<file path="src/rtl/cexpand.sv">
module cexpand (
  input  logic        clk,
  input  logic        rst_n,
  input  logic        in_valid,
  output logic        in_ready,
  input  logic [31:0] in_word,
  input  logic        out_ready,
  output logic        out_valid,
  output logic [31:0] out_instr,
  output logic        out_compressed,
  output logic        out_illegal,
  output logic [2:0]  out_pc_inc
);

  localparam logic [6:0] OP_LOAD  = 7'b0000011;
  localparam logic [6:0] OP_STORE = 7'b0100011;
  localparam logic [6:0] OP_IMM   = 7'b0010011;
  localparam logic [6:0] OP_LUI   = 7'b0110111;
  localparam logic [6:0] OP_JALR  = 7'b1100111;
  localparam logic [6:0] OP_REG   = 7'b0110011;
  localparam logic [31:0] EBREAK_W = 32'h0010_0073;

  function automatic logic [31:0] f_i(input logic [11:0] imm, input logic [4:0] rs1,
                                      input logic [2:0] f3, input logic [4:0] rd, input logic [6:0] op);
    return {imm, rs1, f3, rd, op};
  endfunction

  function automatic logic [31:0] f_s(input logic [11:0] imm, input logic [4:0] rs2,
                                      input logic [4:0] rs1, input logic [2:0] f3);
    return {imm[11:5], rs2, rs1, f3, imm[4:0], OP_STORE};
  endfunction

  function automatic logic [31:0] f_b(input logic [12:0] imm, input logic [4:0] rs1, input logic [2:0] f3);
    return {imm[12], imm[10:5], 5'd0, rs1, f3, imm[4:1], imm[11], 7'b1100011};
  endfunction

  function automatic logic [31:0] f_j(input logic [20:0] imm, input logic [4:0] rd);
    return {imm[20], imm[10:1], imm[11], imm[19:12], rd, 7'b1101111};
  endfunction

  logic [15:0] c;
  logic [1:0]  quad;
  logic [2:0]  f3;
  logic [4:0]  rd, rs, ra, rb;
  logic        is_c;
  logic [11:0] imm6, sp16, lw_off, lwsp_off, swsp_off;
  logic [19:0] upper;
  logic [20:0] joff;
  logic [12:0] boff;
  logic [31:0] ex;
  logic        ill;

  assign c    = in_word[15:0];
  assign quad = c[1:0];
  assign f3   = c[15:13];
  assign rd   = c[11:7];
  assign rs   = c[6:2];
  assign ra   = {2'b01, c[9:7]};
  assign rb   = {2'b01, c[4:2]};
  assign is_c = quad != 2'b11;

  assign imm6     = {{7{c[12]}}, c[6:2]};
  assign sp16     = {{3{c[12]}}, c[4:3], c[5], c[2], c[6], 4'b0};
  assign upper    = {{15{c[12]}}, c[6:2]};
  assign lw_off   = {5'b0, c[5], c[12:10], c[6], 2'b0};
  assign lwsp_off = {4'b0, c[3:2], c[12], c[6:4], 2'b0};
  assign swsp_off = {4'b0, c[8:7], c[12:9], 2'b0};
  assign joff     = {{10{c[12]}}, c[8], c[10:9], c[6], c[7], c[2], c[11], c[5:3], 1'b0};
  assign boff     = {{5{c[12]}}, c[6:5], c[2], c[11:10], c[4:3], 1'b0};

  always_comb begin
    ex  = '0;
    ill = 1'b0;
    unique case (quad)
      2'b11: ex = in_word;
      2'b00: begin
        unique case (f3)
          3'b010:  ex = f_i(lw_off, ra, 3'b010, rb, OP_LOAD);
          3'b110:  ex = f_s(lw_off, rb, ra, 3'b010);
          default: ill = 1'b1;
        endcase
      end
      2'b01: begin
        unique case (f3)
          3'b000: ex = f_i(imm6, rd, 3'b000, rd, OP_IMM);
          3'b001: ex = f_j(joff, 5'd1);
          3'b010: ex = f_i(imm6, 5'd0, 3'b000, rd, OP_IMM);
          3'b011: begin
            if (rd == 5'd2) begin
              ill = sp16 == 12'd0;
              ex  = f_i(sp16, 5'd2, 3'b000, 5'd2, OP_IMM);
            end else begin
              ill = {c[12], c[6:2]} == 6'd0;
              ex  = {upper, rd, OP_LUI};
            end
          end
          3'b101:  ex = f_j(joff, 5'd0);
          3'b110:  ex = f_b(boff, ra, 3'b000);
          3'b111:  ex = f_b(boff, ra, 3'b001);
          default: ill = 1'b1;
        endcase
      end
      default: begin
        unique case (f3)
          3'b010: begin
            ill = rd == 5'd0;
            ex  = f_i(lwsp_off, 5'd2, 3'b010, rd, OP_LOAD);
          end
          3'b110: ex = f_s(swsp_off, rs, 5'd2, 3'b010);
          3'b100: begin
            unique casez ({c[12], rd != 5'd0, rs != 5'd0})
              3'b010:  ex = f_i(12'd0, rd, 3'b000, 5'd0, OP_JALR);
              3'b110:  ex = f_i(12'd0, rd, 3'b000, 5'd1, OP_JALR);
              3'b100:  ex = EBREAK_W;
              3'b011:  ex = {7'd0, rs, 5'd0, 3'b000, rd, OP_REG};
              3'b111:  ex = {7'd0, rs, rd, 3'b000, rd, OP_REG};
              default: ill = 1'b1;
            endcase
          end
          default: ill = 1'b1;
        endcase
      end
    endcase
    if (ill) ex = '0;
  end

  assign in_ready = !out_valid || out_ready;

  always_ff @(posedge clk or negedge rst_n) begin
    if (!rst_n) begin
      out_valid      <= 1'b0;
      out_instr      <= '0;
      out_compressed <= 1'b0;
      out_illegal    <= 1'b0;
      out_pc_inc     <= 3'd4;
    end else if (in_ready) begin
      out_valid <= in_valid;
      if (in_valid) begin
        out_instr      <= ex;
        out_compressed <= is_c;
        out_illegal    <= ill;
        out_pc_inc     <= is_c ? 3'd2 : 3'd4;
      end
    end
  end

  assert_hold_R11: assert property (@(posedge clk) disable iff (!rst_n)
    out_valid && !out_ready |=> out_valid && $stable(out_instr) && $stable(out_illegal) && $stable(out_pc_inc));
  assert_accept_R11: assert property (@(posedge clk) disable iff (!rst_n)
    in_valid && in_ready |=> out_valid);
  assert_stall_R11: assert property (@(posedge clk) disable iff (!rst_n)
    out_valid && !out_ready |-> !in_ready);
  assert_full_step_R1: assert property (@(posedge clk) disable iff (!rst_n)
    out_valid && !out_compressed |-> out_pc_inc == 3'd4 && !out_illegal);
  assert_short_step_R2: assert property (@(posedge clk) disable iff (!rst_n)
    out_valid && out_compressed |-> out_pc_inc == 3'd2);
  assert_zero_illegal_R3: assert property (@(posedge clk) disable iff (!rst_n)
    out_valid && out_illegal |-> out_instr == 32'd0);
  assert_wide_form_R4: assert property (@(posedge clk) disable iff (!rst_n)
    out_valid && !out_illegal |-> out_instr[1:0] == 2'b11);
  assert_reset_R12: assert property (@(posedge clk)
    !rst_n |=> !out_valid);

endmodule

</file>
<file path="config.mk">
export PLATFORM = sky130hd
export DESIGN_NAME = cexpand
export DESIGN_NICKNAME = d
export VERILOG_FILES = /design/src/rtl/cexpand.sv
export SDC_FILE = /design/constraint.sdc
export NUM_CORES = 1
export LEC_CHECK = 0
export BUFFER_PORTS_ARGS = -buffer_cell sky130_fd_sc_hd__buf_2
export CAP_MARGIN = 20
export CORE_AREA = 8 8 86 88
export DETAILED_ROUTE_END_ITERATION = 10
export DIE_AREA = 0 0 94 96
export GPL_ROUTABILITY_DRIVEN = 0
export MAX_ROUTING_LAYER = met4
export PLACE_DENSITY = 0.86
export SYNTH_ARGS = -nofsm -noshare
export SYNTH_HDL_FRONTEND = slang
export SYNTH_SLANG_ARGS = --single-unit
</file>
<file path="constraint.sdc">
create_clock -name clk -period 4 [get_ports clk]
set_input_delay 0.8 -clock clk [delete_from_list [all_inputs] [get_ports clk]]
set_output_delay 0.8 -clock clk [all_outputs]
set_load 0.005 [all_outputs]
</file>
Word level (Yosys, flattened, before mapping)
Index checks and enable logic that the tools add are counted.
{ "word_totals": {"input_bits": 36, "output_inout_bits": 39, "wordCells": 48, "register_bits": 38} }
{ "classes": {"reduce_logical": 13, "n_mux": 14, "n_eq_ne": 16} }
{ "ops": {"columns": ["op", "n"], "rows": [
  ["case mux 32 bit (7 select lines)", 1],
  ["case mux 25 bit (5 select lines)", 1],
  ["case mux 32 bit (3 select lines)", 1],
  ["case mux 28 bit (3 select lines)", 1],
  ["case mux 27 bit (2 select lines)", 1],
  ["2-to-1 mux 32 bit", 1],
  ["2-to-1 mux 29 bit", 1],
  ["equality test 3 bit, second input constant", 7],
  ["equality test 3 x 2 -> 1 bit, second input constant", 4],
  ["zero test 12 bit", 1],
  ["nonzero test 5 bit", 2],
  ["zero test 6 bit", 1],
  ["case mux 1 bit (3 select lines)", 2],
  ["OR reduction 6 bit", 1],
  ["equality test 5 x 2 -> 1 bit, second input constant", 1],
  ["zero test 5 bit", 1],
  ["OR reduction 5 bit", 1],
  ["equality test 3 x 1 -> 1 bit, second input constant", 1],
  ["zero test 3 bit", 1],
  ["2-to-1 mux 1 bit", 3],
  ["2-to-1 mux 3 bit", 1],
  ["equality test 2 x 1 -> 1 bit, second input constant", 1],
  ["equality test 2 bit, second input constant", 1],
  ["zero test 2 bit", 1],
  ["other kinds (6)", 6]
]} }

Logic depth before layout (Yosys ltp)
{ "logic_depth": {"ltp_word": 7, "depth_mapped": 9, "ltp_nobuf": 5} }

Least setup slack after synthesis
Ideal clock, no wire load.
{ "synth_timing": {"kind": "input to register", "from": "in in_word[7]", "to": "reg out_instr[20]", "stages": 7, "t_required_ps": 3878, "setup_ps": 122, "setup_slack_ps": 1515, "n_path_buf": 2, "arrival_ps": 2363, "cell_sequence": "buf_6 > or4_4 > nor2_4 > a2111oi_2 > a311o_1 > buf_6 > a32o_1"} }
{ "synth_via": {"elab_chain_cells": 7, "elab_cells_between_ends": 20, "cone_classes": "6 x eq/ne; 11 x mux; 3 x reduce/logical"} }
{ "synth_rtl": {"columns": ["element", "line", "text"], "rows": [
  ["from (decl)", "6", "input logic [31:0] in_word,"],
  ["nonzero test 5 bit", "111", "unique casez ({c[12], rd != 5'd0, rs != 5'd0})"],
  ["equality test 3 bit / equality test 3 x 2 -> 1 bit (equally long branches)", "111", null],
  ["OR reduction 5 bit (no line)", null, null],
  ["2-to-1 mux 1 bit", "111", null],
  ["case mux 1 bit (3 select lines)", "104", "unique case (f3)"],
  ["case mux 1 bit (3 select lines)", "74", "unique case (quad)"],
  ["2-to-1 mux 32 bit (*)", "124", "if (ill) ex = '0;"],
  ["to (signal assigned)", "132", "out_instr <= '0;"],
  ["to (signal assigned)", "139", "out_instr <= ex;"],
  ["to (decl)", "9", "output logic [31:0] out_instr,"]
]} }
Mark *: on every way between the ends. The rest lies on a longest branch, timed or not.
A chain may end at the register's enable or synchronous reset.

Worst setup path in the final report
{ "layout_timing": {"from": "in in_word[0]", "to": "reg out_instr[22]"} }
{ "layout_via": {"elab_chain_cells": 3, "elab_cells_between_ends": 6, "cone_classes": "2 x eq/ne; 3 x mux; 1 x reduce/logical"} }
{ "layout_rtl": {"columns": ["element", "line"], "rows": [
  ["equality test 2 x 1 -> 1 bit, or another cell as far along", "74"],
  ["case mux 32 bit (3 select lines) / case mux 1 bit (3 select lines) (equally long branches)", "74"],
  ["2-to-1 mux 32 bit (*)", "124"]
]} }
Marks and branches as above.

==> tab_implementation.tex <==
\begin{tabular}{lr}
\hline
Metric & Value \\
\hline
\multicolumn{2}{l}{\textbf{Timing}} \\
\quad Final hold violations & 0 \\
\quad Minimum clock period & 2.943 ns \\
\quad Number of pins exceeding their max-slew limit in the final report & 0 \\
\quad Highest achievable clock rate & between 300 and 400 MHz \\
\quad Final TNS setup & 0 ns \\
\quad Setup violations, final & 0 \\
\quad PnR worst setup slack & around 1.1 ns \\
\quad Fraction of the cycle the final worst path needs & approximately three quarters \\
\quad Relative slew margins & approximately 48\% \\
\quad Worst slew pin tran & 0.7862 ns \\
\quad Setup repair after global routing missed its margin & no \\
\quad Clock skew after layout & around 0.0018 ns \\
\multicolumn{2}{l}{\textbf{Layout}} \\
\quad Layout net count & $\sim$460 \\
\quad Non-Filler Instances & just over 500 \\
\quad Ant diodes & 0 \\
\quad Layout-stage area growth over the synthesis result & 13.27\% \\
\quad Fraction of final layout cells sized beyond drive strength 1 & roughly a quarter \\
\multicolumn{2}{l}{\textbf{Worst hold path}} \\
\quad Type of the worst min-delay path & reg -> reg \\
\quad Number of instances on the worst hold path & 2 \\
\multicolumn{2}{l}{\textbf{Logic synthesis}} \\
\quad Biggest area contributors in the synthesized netlist & sky130\_fd\_sc\_hd\_\_dfrtp\_1 29\%, sky130\_fd\_sc\_hd\_\_nand2\_1 7.0\%, sky130\_fd\_sc\_hd\_\_o21ai\_0 6.3\%, sky130\_fd\_sc\_hd\_\_a21oi\_1 4.6\%, sky130\_fd\_sc\_hd\_\_clkbuf\_1 3.8\% \\
\quad Count leader, synth & sky130\_fd\_sc\_hd\_\_nand2\_1 \\
\quad Number of synthesized flops with an enable pin & 0 \\
\quad Top cell types by occurrence after synthesis & 55 x sky130\_fd\_sc\_hd\_\_nand2\_1, 37 x sky130\_fd\_sc\_hd\_\_o21ai\_0, 34 x sky130\_fd\_sc\_hd\_\_dfrtp\_1, 30 x sky130\_fd\_sc\_hd\_\_clkbuf\_1, 27 x sky130\_fd\_sc\_hd\_\_a21oi\_1 \\
\quad Sequential element share of the synthesized area & between 20 and 30\% \\
\quad Fraction of synthesized cell area taken by the top area cell type & slightly below 30\% \\
\quad Predominant post-synthesis flop cell & sky130\_fd\_sc\_hd\_\_dfrtp\_1 \\
\quad Async set-reset flop share out of synthesis & 100.0\% \\
\quad Post-Syn Instances & just under 400 \\
\quad Per-instance average area after synthesis & $\sim$7.6 um2 \\
\quad Syn. warnings & 0 \\
\quad Number of distinct library cell variants in the gate-level netlist after synthesis & 65 \\
\quad Library cell with the largest summed area after synthesis & sky130\_fd\_sc\_hd\_\_dfrtp\_1 \\
\quad Net count after synthesis & 421 \\
\quad Seq cells post-synth & 35 \\
\quad Post-synthesis instance area & 2942 um2 \\
\multicolumn{2}{l}{\textbf{Drt}} \\
\quad Met2 wirelength from detailed routing & just under 5 mm \\
\quad Final Routed Wirelength & about 11 mm \\
\quad Met3 wire length & around 1.6 mm \\
\quad Number of search-and-repair iterations in the first detailed-routing pass & 11 \\
\quad Number of DRC violations after detailed routing & 1 \\
\quad Vias after detailed routing & between 3000 and 4000 \\
\quad Via density per instance & 7.190 \\
\quad Iter 0 DRT Violations & 1126 \\
\quad Met1 Wirelength & roughly 4.0 mm \\
\quad Antenna Violating Nets Remaining & 0 \\
\quad Max Used Layer & met4 \\
\quad Wire per inst & 22.36 um \\
\multicolumn{2}{l}{\textbf{Critical path}} \\
\quad Startpoint type of the worst setup path & input pin \\
\quad Cell count along the critical path & 6 \\
\quad Crit-path most repeated cell & sky130\_fd\_sc\_hd\_\_a311o\_1 \\
\quad R2R depth & 5 \\
\quad Maximum fanout along the worst path & 30 \\
\quad Setup slack of the most critical reg-to-reg path & around 1.6 ns \\
\quad Critical Path End Type & flip-flop \\
\quad Crit Reg-Reg Endpoint & out\_instr[22]\$\_DFFE\_PN0P\_ \\
\quad CP Data Arrival Time & 3.17 ns \\
\quad Crit Path Category & in -> reg \\
\quad CP Buf/Inv Count & 2 \\
\quad Setup crit end & out\_instr[22]\$\_DFFE\_PN0P\_ \\
\quad Chain of cells forming the critical path & buf\_2 > inv\_1 > a311o\_1 > a31oi\_2 > a311o\_1 > a32o\_1 \\
\quad Kind of cell with the highest combined delay on the critical path & compound AO/OA/AOI/OAI gates \\
\quad Start of the worst register-to-register path & out\_valid\$\_DFFE\_PN0N\_ \\
\quad Critical-path cell with the highest stage delay & sky130\_fd\_sc\_hd\_\_a311o\_1 \\
\quad First element of the critical path & in\_word[0] \\
\quad Highest cell delay on the worst timing path & roughly 0.56 ns \\
\quad Req. time, crit path & 4.23 ns \\
\multicolumn{2}{l}{\textbf{Pwr}} \\
\quad P\_leak & roughly 1.5 nW \\
\quad Ratio of total power to cell area & around 300 nW/um2 \\
\quad Highest ir drop seen on vdd & between 0.15 and 0.2 mV \\
\multicolumn{2}{l}{\textbf{Floorplan}} \\
\quad Standard-cell row count & 29 \\
\quad Die extent in x & $\sim$94 um \\
\quad CORE AREA & 6096 um2 \\
\quad Die area & $\sim$9000 um2 \\
\quad Initial Utilization & between 40\% and 50\% \\
\quad Height of the die & 96 um \\
\quad IO Count & 75 \\
\multicolumn{2}{l}{\textbf{Global route}} \\
\quad Maximum number of pins on one net before global-route repair & between 40 and 50 \\
\quad GR Util All Layers & 26.19\% \\
\quad Wire length of the first global-routing pass & roughly 18 mm \\
\quad GR Overflow Total & 0 \\
\quad Vias in the first global route & $\sim$3500 \\
\quad Initial antenna violation count & 0 \\
\multicolumn{2}{l}{\textbf{Clock tree}} \\
\quad Total CTS buffers & 5 \\
\quad Clock Sinks & 35 \\
\quad Number of H-tree levels & 2 \\
\quad Maximum buffer depth of the clock tree & 2 \\
\quad Clock transition at the register clock pins on the worst setup and hold paths after CTS & around 0.070 ns \\
\quad Buffer cell driving the clock tree root & sky130\_fd\_sc\_hd\_\_clkbuf\_8 \\
\quad Clock latency of the later-clocked register in the worst-skew pair & 0.30 ns \\
\quad Number of setup buffers added after CTS & 0 \\
\quad Resize count post-CTS & 0 \\
\quad Clock tree from TritonCTS & yes \\
\quad \# hold bufs at CTS & 0 \\
\multicolumn{2}{l}{\textbf{Placed design}} \\
\quad Post-detailed-placement half-perimeter wirelength & a little under 8 mm \\
\quad Port buffer count & 73 \\
\quad Cell count after placement & between 400 and 500 \\
\quad Worst setup slack after placement & between 0.8 and 0.9 ns \\
\multicolumn{2}{l}{\textbf{Run}} \\
\quad Number of violations of the max-capacitance limit & 0 \\
\multicolumn{2}{l}{\textbf{Outcome}} \\
\quad Result of the run & finished with violations \\
\quad Violated checks & design-rule violations \\
\hline
\end{tabular}
## cell usage in the layout, fill, tap and decap left out, types with 4 or more instances in the layout
| cell | count |
|---|---|
| sky130_fd_sc_hd__buf_2 | 73 |
| sky130_fd_sc_hd__o22ai_1 | 7 |
| sky130_fd_sc_hd__mux2i_1 | 4 |
| sky130_fd_sc_hd__nand3_1 | 7 |
| sky130_fd_sc_hd__nor3_1 | 5 |
| sky130_fd_sc_hd__inv_1 | 6 |
| sky130_fd_sc_hd__a21o_1 | 9 |
| sky130_fd_sc_hd__a31oi_1 | 8 |
| sky130_fd_sc_hd__nor2b_1 | 7 |
| sky130_fd_sc_hd__nand4_1 | 4 |
| sky130_fd_sc_hd__a32oi_1 | 7 |
| sky130_fd_sc_hd__nand2_1 | 55 |
| sky130_fd_sc_hd__nor2_1 | 26 |
| sky130_fd_sc_hd__a22o_1 | 7 |
| sky130_fd_sc_hd__and3_1 | 4 |
| sky130_fd_sc_hd__o21ai_0 | 37 |
| sky130_fd_sc_hd__a32o_1 | 8 |
| sky130_fd_sc_hd__dfrtp_1 | 34 |
| sky130_fd_sc_hd__o31ai_1 | 7 |
| sky130_fd_sc_hd__a21oi_1 | 27 |
| sky130_fd_sc_hd__clkbuf_8 | 5 |
| sky130_fd_sc_hd__buf_4 | 8 |
| sky130_fd_sc_hd__nand2b_1 | 9 |
| sky130_fd_sc_hd__o211ai_1 | 4 |
| sky130_fd_sc_hd__a221o_1 | 4 |
## final cells by class
class / instances / area [um2]
clock inverter: 1 / 5.005
inverter: 6 / 22.52
clock buffer: 7 / 76.32
sequential: 35 / 877.1
tap: 77 / 96.34
fill: 567 / 2764
multi-input combinational: 297 / 1829
timing repair buffer: 81 / 425.4
## where the power goes
| group | total [mW] | switching [mW] | leakage (nW) | internal [mW] |
|---|---|---|---|---|
| Clock | 0.251 | 0.129 | 0.0422 | 0.122 |
| Sequential | 0.424 | 0.0248 | 0.450 | 0.399 |
| Combinational | 0.328 | 0.199 | 0.993 | 0.129 |
## worst reg2reg max path, cell delays in order (launching register included)
cell	delay [ns]
sky130_fd_sc_hd__dfrtp_1	0.38
sky130_fd_sc_hd__nand2b_1	0.13
sky130_fd_sc_hd__nand2_1	0.43
sky130_fd_sc_hd__a31oi_2	0.56
sky130_fd_sc_hd__a311o_1	0.56
sky130_fd_sc_hd__a32o_1	0.26
## flip-flops by register name, indices dropped and copies added (netlist names)
signal       cells
out_pc_inc       2
out_illegal      1
out_valid        1
out_instr       31
## per-layer routing
metal | vias to the layer above | GRT usage [%]
met4 | 0 | 15.19
met1 | 1654 | 32.16
met3 | 115 | 7.722
met5 | - | -
li1 | 1524 | -
met2 | 331 | 37.40
## metrics by stage
step / hold slack (ns) / instance area (um2) / power (mW) / util (%)
floorplan: 0.4673 / 2942 / 0.6227 / -
global placement: 0.4577 / 3251 / 0.7402 / 53.33
detailed placement: 0.4680 / 3251 / 0.7477 / 53.33
CTS: 0.4834 / 3332 / 0.9954 / 54.66
global route: 0.4961 / 3332 / 1.052 / 54.66
finish: 0.4791 / 3332 / 1.002 / 54.66
## worst min path at each step
stage                           endpoint                      start  slack, ns
2_1_floorplan  out_instr[27]$_DFFE_PN0P_  out_instr[27]$_DFFE_PN0P_       0.47
3_3_place_gp   out_instr[18]$_DFFE_PN0P_  out_instr[18]$_DFFE_PN0P_       0.46
3_5_place_dp   out_instr[25]$_DFFE_PN0P_  out_instr[25]$_DFFE_PN0P_       0.47
4_1_cts        out_instr[25]$_DFFE_PN0P_  out_instr[25]$_DFFE_PN0P_       0.48
5_1_grt        out_instr[31]$_DFFE_PN0P_  out_instr[31]$_DFFE_PN0P_       0.50
6_report       out_instr[25]$_DFFE_PN0P_  out_instr[25]$_DFFE_PN0P_       0.48
## kinds of logic (layout without fill, tap and decap cells)
| group | after synthesis | count (layout) | synth area share, % |
|---|---|---|---|
| buffers and inverters | 53 | 95 | 7.996 |
| multiplexers | 6 | 6 | 2.127 |
| adder cells (fa/ha/maj) | 1 | 1 | 0.3403 |
| AO/OA/AOI/OAI | 157 | 157 | 37.77 |
| AND/OR/NAND/NOR | 132 | 132 | 21.82 |
| other | 1 | 1 | 0.1275 |
| flip-flops | 35 | 35 | 29.82 |
Power figures use the tool's default switching activity.
